--- src/rtl/stx_pkg.sv ---
package stx_pkg;

   typedef enum logic [1:0] {
      SRC_NONE = 2'd0,
      SRC_PRE  = 2'd1,
      SRC_BRK  = 2'd2,
      SRC_DATA = 2'd3
   } stx_src_e;

endpackage

--- src/rtl/stx_shifter.sv ---
module stx_shifter #(
   parameter int SR_W  = 15,
   parameter int CNT_W = 4
) (
   input  logic             clk,
   input  logic             rst_n,
   input  logic             baud_tick,
   input  logic             load,
   input  logic [SR_W-1:0]  load_word,
   input  logic [CNT_W-1:0] load_len,
   output logic             txd,
   output logic             busy,
   output logic             slot_free
);

   logic [SR_W-1:0]  sr;
   logic [CNT_W-1:0] left;
   logic             on_last;

   assign on_last   = busy && (left == CNT_W'(1));
   assign slot_free = baud_tick && (!busy || on_last);
   assign txd       = sr[0];

   always_ff @(posedge clk or negedge rst_n) begin
      if (!rst_n) begin
         sr   <= '1;
         left <= '0;
         busy <= 1'b0;
      end else if (load) begin
         sr   <= load_word;
         left <= load_len;
         busy <= 1'b1;
      end else if (baud_tick && busy) begin
         if (on_last) begin
            sr   <= '1;
            left <= '0;
            busy <= 1'b0;
         end else begin
            sr   <= {1'b1, sr[SR_W-1:1]};
            left <= left - CNT_W'(1);
         end
      end
   end

endmodule

--- src/rtl/stx_arbiter.sv ---
module stx_arbiter
   import stx_pkg::*;
#(
   parameter int DATA_BITS = 8,
   parameter int LONG_ADD  = 3,
   parameter int SR_W      = 15,
   parameter int CNT_W     = 4
) (
   input  logic               clk,
   input  logic               rst_n,
   input  logic               tx_en,
   input  logic               brk_req,
   input  logic               nine_bit,
   input  logic               long_brk,
   input  logic               slot_free,
   input  logic               tdr_full,
   input  logic [DATA_BITS:0] tdr_word,
   output logic               load,
   output stx_src_e           load_src,
   output logic [SR_W-1:0]    load_word,
   output logic [CNT_W-1:0]   load_len,
   output logic               pre_pend,
   output logic               brk_pend
);

   logic             en_q, brk_q;
   logic             en_rise, brk_rise, pre_eff;
   logic [CNT_W-1:0] frame_len, brk_zeros;
   logic [SR_W-1:0]  dword;

   assign en_rise  = tx_en && !en_q;
   assign brk_rise = brk_req && !brk_q;
   assign pre_eff  = pre_pend || en_rise;

   assign frame_len = CNT_W'(DATA_BITS + 2) + CNT_W'(nine_bit);

   generate
      if (LONG_ADD == 0) begin : g_no_long
         assign brk_zeros = frame_len;
      end else begin : g_long
         assign brk_zeros = frame_len + (long_brk ? CNT_W'(LONG_ADD) : CNT_W'(0));
      end
   endgenerate

   // preamble beats break beats data
   always_comb begin
      load_src = SRC_NONE;
      if (slot_free && tx_en) begin
         if (pre_eff)                  load_src = SRC_PRE;
         else if (brk_pend || brk_req) load_src = SRC_BRK;
         else if (tdr_full)            load_src = SRC_DATA;
      end
   end

   assign load = (load_src != SRC_NONE);

   always_comb begin
      dword              = '1;
      dword[0]           = 1'b0;
      dword[DATA_BITS:1] = tdr_word[DATA_BITS-1:0];
      if (nine_bit) dword[DATA_BITS+1] = tdr_word[DATA_BITS];
   end

   always_comb begin
      load_word = '1;
      load_len  = frame_len;
      case (load_src)
         SRC_BRK: begin
            load_word = {SR_W{1'b1}} << brk_zeros;
            load_len  = brk_zeros + CNT_W'(1);
         end
         SRC_DATA: load_word = dword;
         default:  load_word = '1;
      endcase
   end

   always_ff @(posedge clk or negedge rst_n) begin
      if (!rst_n) begin
         en_q     <= 1'b0;
         brk_q    <= 1'b0;
         pre_pend <= 1'b0;
         brk_pend <= 1'b0;
      end else begin
         en_q  <= tx_en;
         brk_q <= brk_req;
         if (!tx_en || load_src == SRC_PRE) pre_pend <= 1'b0;
         else if (en_rise)                   pre_pend <= 1'b1;
         if (!tx_en || load_src == SRC_BRK) brk_pend <= 1'b0;
         else if (brk_rise)                  brk_pend <= 1'b1;
      end
   end

endmodule

--- src/rtl/stx_holdreg.sv ---
module stx_holdreg #(
   parameter int DATA_BITS = 8,
   parameter bit IRQ_REG   = 1'b0
) (
   input  logic               clk,
   input  logic               rst_n,
   input  logic               wr_strobe,
   input  logic [DATA_BITS:0] wr_data,
   input  logic               take,
   input  logic               busy,
   input  logic               pre_pend,
   input  logic               brk_pend,
   input  logic               brk_live,
   input  logic               empty_ie,
   input  logic               done_ie,
   output logic               tdr_full,
   output logic [DATA_BITS:0] tdr_word,
   output logic               tdre,
   output logic               tc,
   output logic               irq
);

   logic irq_d;

   always_ff @(posedge clk or negedge rst_n) begin
      if (!rst_n) begin
         tdr_full <= 1'b0;
         tdr_word <= '0;
      end else if (wr_strobe) begin
         tdr_full <= 1'b1;
         tdr_word <= wr_data;
      end else if (take) begin
         tdr_full <= 1'b0;
      end
   end

   assign tdre  = !tdr_full;
   assign tc    = !busy && !tdr_full && !pre_pend && !brk_pend && !brk_live;
   assign irq_d = (tdre && empty_ie) || (tc && done_ie);

   generate
      if (IRQ_REG) begin : g_irq_reg
         logic irq_q;
         always_ff @(posedge clk or negedge rst_n) begin
            if (!rst_n) irq_q <= 1'b0;
            else        irq_q <= irq_d;
         end
         assign irq = irq_q;
      end else begin : g_irq_comb
         assign irq = irq_d;
      end
   endgenerate

   a_r6_write_clears: assert property (@(posedge clk) disable iff (!rst_n)
      wr_strobe |=> !tdre);

   a_r6_rise_on_take: assert property (@(posedge clk) disable iff (!rst_n)
      $rose(tdre) |-> $past(take));

endmodule

--- src/rtl/async_tx_brk.sv ---
module async_tx_brk
   import stx_pkg::*;
#(
   parameter int DATA_BITS = 8,
   parameter int LONG_ADD  = 3,
   parameter bit IRQ_REG   = 1'b0
) (
   input  logic               clk,
   input  logic               rst_n,
   input  logic               baud_tick,
   input  logic               tx_en,
   input  logic               nine_bit,
   input  logic               long_brk,
   input  logic               brk_req,
   input  logic               wr_strobe,
   input  logic [DATA_BITS:0] wr_data,
   input  logic               empty_ie,
   input  logic               done_ie,
   output logic               txd,
   output logic               tx_drive,
   output logic               tdre,
   output logic               tc,
   output logic               irq
);

   localparam int SR_W  = DATA_BITS + LONG_ADD + 4;
   localparam int CNT_W = $clog2(SR_W + 1);

   generate
      if (DATA_BITS < 5 || DATA_BITS > 12) begin : g_bad_data_bits
         $error("async_tx_brk: DATA_BITS must lie in 5..12");
      end
      if (LONG_ADD < 0 || LONG_ADD > 8) begin : g_bad_long_add
         $error("async_tx_brk: LONG_ADD must lie in 0..8");
      end
   endgenerate

   logic               load, busy, slot_free;
   logic               pre_pend, brk_pend, tdr_full;
   logic [DATA_BITS:0] tdr_word;
   logic [SR_W-1:0]    load_word;
   logic [CNT_W-1:0]   load_len;
   stx_src_e           load_src;

   stx_arbiter #(
      .DATA_BITS(DATA_BITS), .LONG_ADD(LONG_ADD), .SR_W(SR_W), .CNT_W(CNT_W)
   ) u_arb (
      .clk(clk), .rst_n(rst_n), .tx_en(tx_en), .brk_req(brk_req),
      .nine_bit(nine_bit), .long_brk(long_brk), .slot_free(slot_free),
      .tdr_full(tdr_full), .tdr_word(tdr_word), .load(load),
      .load_src(load_src), .load_word(load_word), .load_len(load_len),
      .pre_pend(pre_pend), .brk_pend(brk_pend)
   );

   stx_shifter #(.SR_W(SR_W), .CNT_W(CNT_W)) u_shift (
      .clk(clk), .rst_n(rst_n), .baud_tick(baud_tick), .load(load),
      .load_word(load_word), .load_len(load_len), .txd(txd),
      .busy(busy), .slot_free(slot_free)
   );

   stx_holdreg #(.DATA_BITS(DATA_BITS), .IRQ_REG(IRQ_REG)) u_hold (
      .clk(clk), .rst_n(rst_n), .wr_strobe(wr_strobe), .wr_data(wr_data),
      .take(load_src == SRC_DATA), .busy(busy), .pre_pend(pre_pend),
      .brk_pend(brk_pend), .brk_live(tx_en && brk_req),
      .empty_ie(empty_ie), .done_ie(done_ie), .tdr_full(tdr_full),
      .tdr_word(tdr_word), .tdre(tdre), .tc(tc), .irq(irq)
   );

   assign tx_drive = tx_en || busy;

   a_r10_txd_on_tick: assert property (@(posedge clk) disable iff (!rst_n)
      !baud_tick |=> $stable(txd));

   a_r9_no_start_disabled: assert property (@(posedge clk) disable iff (!rst_n)
      (!tx_en && !busy) |=> !busy);

   a_r7_tc_means_idle: assert property (@(posedge clk) disable iff (!rst_n)
      tc |-> (!busy && tdre && txd));

endmodule

--- config.mk ---
export PLATFORM = sky130hd
export DESIGN_NAME = async_tx_brk
export DESIGN_NICKNAME = d
export VERILOG_FILES = /design/src/rtl/stx_pkg.sv /design/src/rtl/stx_shifter.sv /design/src/rtl/stx_arbiter.sv /design/src/rtl/stx_holdreg.sv /design/src/rtl/async_tx_brk.sv
export SDC_FILE = /design/constraint.sdc
export NUM_CORES = 1
export LEC_CHECK = 0
export BUFFER_PORTS_ARGS = -buffer_cell sky130_fd_sc_hd__buf_4
export CAP_MARGIN = 0
export CORE_ASPECT_RATIO = 1.2
export CORE_MARGIN = 5
export CORE_UTILIZATION = 55
export DETAILED_ROUTE_END_ITERATION = 8
export HOLD_SLACK_MARGIN = 0.06
export PLACE_DENSITY = 0.73
export RECOVER_POWER = 100
export SYNTH_ARGS = -nofsm -noshare
export SYNTH_HDL_FRONTEND = slang
export SYNTH_SLANG_ARGS = --single-unit
--- constraint.sdc ---
create_clock -name clk -period 3.6 [get_ports clk]
set_input_delay 0.36 -clock clk [delete_from_list [all_inputs] [get_ports clk]]
set_output_delay 0.36 -clock clk [all_outputs]
set_load 0.05 [all_outputs]
==> results.md <==
* Status: finished with violations
* Failing checks: max-capacitance violations, max-slew violations
* Pint at between 900 and 1000 uW
* Bufs and invs on worst path at 1
* Hold Path Depth at 1
* Worst EP required at roughly 3800 ps
* Type of the worst setup path: reg2reg
* Most frequent cells in the layout: dfrtp_1 (19), o21ai_0 (18), buf_4 (15), dfstp_2 (15), o22ai_1 (14)
* Ant. Diodes at 0
* Post-route ant nets at 0
* Clock Skew at 2.235 ps
* Sequential share of power at between 40% and 50%
* I/O Pins at 24
* Synthesis-to-layout area growth at 12.65%
* Worst-path cell chain: inv_1 > ha_1 > or3b_1 > a21oi_1 > nand3_1 > a22o_1
* Maximum vdd drop at 0.4145 mV
* Rel. slew slack at -19.39%
* Num CTS Buffers at 5
* TritonCTS clock tree: built
* Switching share of power at between 30% and 40%
* Initial antenna violation count at 0
* CORE AREA at around 3300 um^2
* Slowest cell on crit path: a21oi_1
* First-pass GRT wire length at 7148 um
* Worst-Margin Slew at between 1500 and 2000 ps
* Warnings, synthesis at 0
* Max Root-Sink Buffers at 2
* First DRT Iteration DRCs at 77
* Worst Reg-to-Reg Cells at 6
* Routed len/inst at 16.74 um
* Setup_tns at 0 ps
* Worst Setup End Kind: flop
* Sequential share of the synthesized area at between 40% and 50%
* Count of clock tree sinks at 34
* Via Count at roughly 1.5k
* Cts repair resizes at 0
* Largest net degree at the start of global routing at 35
* WP data arrival at roughly 2800 ps
* Syn_area_per_cell at roughly 11 um^2
* Placement Cell Area at about 2000 um^2
* I/O Buffers at 23
* Setup Buffers After CTS at 0
* Psw at roughly 490 uW
* Height of the chip at 73.69 um
* Pwr dens at a little under 700 nW/um^2
* F_max at just under 0.4 GHz
* CP Launch Type: flop
* WHS at 253.6 ps
* Worst slack at placement at roughly 1400 ps
* Clock Power Share at between 20% and 30%
* Final Max Slew Viols at 54
* Die W at 63.08 um
* Hold crit path type: in2reg
* DRT Wirelength at approximately 4000 um
* DP Wirelength at 2899 um
* RSZ-0062 raised after global routing: false
* Delay-heaviest family, CP: compound AO/OA/AOI/OAI gates
* Final Cell Area at about 2100 um^2
* Syn Inst Count at between 150 and 200
* Tmin final at between 2000 and 3000 ps
* Routability cong. at about 0.85
* Max cap viols at 2
* FF+latch count, synth at 34
* Post-synth ARST share at 100.0%
* Period utilization at just over 70%
* Synth Flop Type: dfrtp_1
* FP Rows at 23
* Area of the mapped netlist at about 1900 um^2
* Clock slew at reported path FFs at 70 ps
* Synth cell types at between 40 and 50
* CP peak stage delay at 940 ps
* Global route overflow at 0
* Post-synth EDFFs at 0
* Final Total Pwr at between 1000 and 1500 uW
* Skew-Pair Late Insertion Delay at approximately 280 ps
* Worst path depth at 6
* Most common cell after layout, fill and taps aside: dfrtp_1
* Vias in the first global route at approximately 1.6k
* Comb pwr share at 33.9%
* Worst Setup Slack, final at around 1000 ps
* # DRC at 0
* Mapped Nets at about 200
* Drt pass-1 iters at 4
* CTS H-Tree Depth at 2
* Full die area at between 4000 and 5000 um^2
* Fill cell count at approximately 290
* Tot GR Track Use at between 10% and 20%
* Initial Util at 56.18%
* Final Hold Fails at 0
* Root Driver: clkbuf_8
* Vias/cell at around 6.1
* Setup-failing EPs final at 0
* Worst Path Max Fanout at 18
* LEAKAGE at between 0.0008 and 0.0009 uW
* Cts hold-fix bufs at 1
* Nets at 225
* Share of cells above drive strength 1 at 26.00%
## worst paths after layout
path	from	endpoint	slack, ps
min in group asynchronous	rst_n	u_shift.left[0]	1090
min reg2reg	u_hold.tdr_word[4]	u_hold.tdr_word[4]	500
max reg2reg	u_shift.left[1]	u_shift.left[1]	1010
max	u_shift.left[1]	u_shift.left[1]	1010
max in group asynchronous	rst_n	u_hold.tdr_word[3]	1480
min	brk_req	u_arb.brk_q	250
## cell usage after synthesis, drive strengths merged (5+ instances only)
library cell | instances | area, um^2
and2 | 8 | 50.05
a2bb2oi | 8 | 70.07
mux2 | 9 | 101.4
ha | 7 | 87.58
a21oi | 5 | 28.78
nor2 | 6 | 22.52
buf | 5 | 31.28
inv | 6 | 22.52
o22ai | 14 | 87.58
dfstp | 15 | 394.1
o21ai | 19 | 106.4
dfrtp | 19 | 475.5
nand2 | 8 | 30.03
a22o | 7 | 61.31
## stage by stage
step	util [%]	instances
2_1_floorplan	-	177
3_3_place_gp	61.40	228
3_5_place_dp	61.40	228
4_1_cts	64.57	237
5_1_grt	63.29	237
6_report	63.29	237
## power groups by stage
stage	logic, uW	registers (uW)	clock network (uW)
3_5_place_dp	497	660	0
6_report	485	656	291
5_1_grt	544	672	320
3_3_place_gp	483	655	0
2_1_floorplan	386	643	0
4_1_cts	499	655	299
## logic make-up (layout without fill, tap and decap cells)
kind of cell,after synthesis,count (layout),synth area share (%)
simple gates,50,50,16.29
compound gates,61,61,22.54
mux,10,10,5.989
buf+inv,15,38,3.701
fa+ha+maj,7,7,4.710
flops,34,34,46.77
## final cells by class
class | instances | area [um^2] | area share, %
multi-input cells | 128 | 908.4 | 43.37
clock inverters | 2 | 12.51 | 0.5974
flip-flops and latches | 34 | 869.6 | 41.52
well taps | 37 | 46.29 | 2.210
inverters | 6 | 22.52 | 1.075
clock buffers | 6 | 82.58 | 3.943
repair buffers | 24 | 152.6 | 7.288
## routing by layer
layer | wire [um] | track usage [%] | vias to the layer above
li1 | - | - | 705
met1 | 1690 | 22.81 | 710
met2 | 2059 | 33.64 | 26
met3 | 127 | 4.434 | 9
met4 | 91 | 8.491 | 0
met5 | 0 | 0 | -
## state kept, by name, summed over array words and instances, names as in the netlist
register and flops:
u_arb.brk_pend 1, u_arb.brk_q 1, u_arb.en_q 1, u_arb.pre_pend 1, u_hold.tdr_full 1, u_hold.tdr_word 9
u_shift.busy 1, u_shift.left 4, u_shift.sr 15
Note: power is estimated with default switching activity, not from simulation.
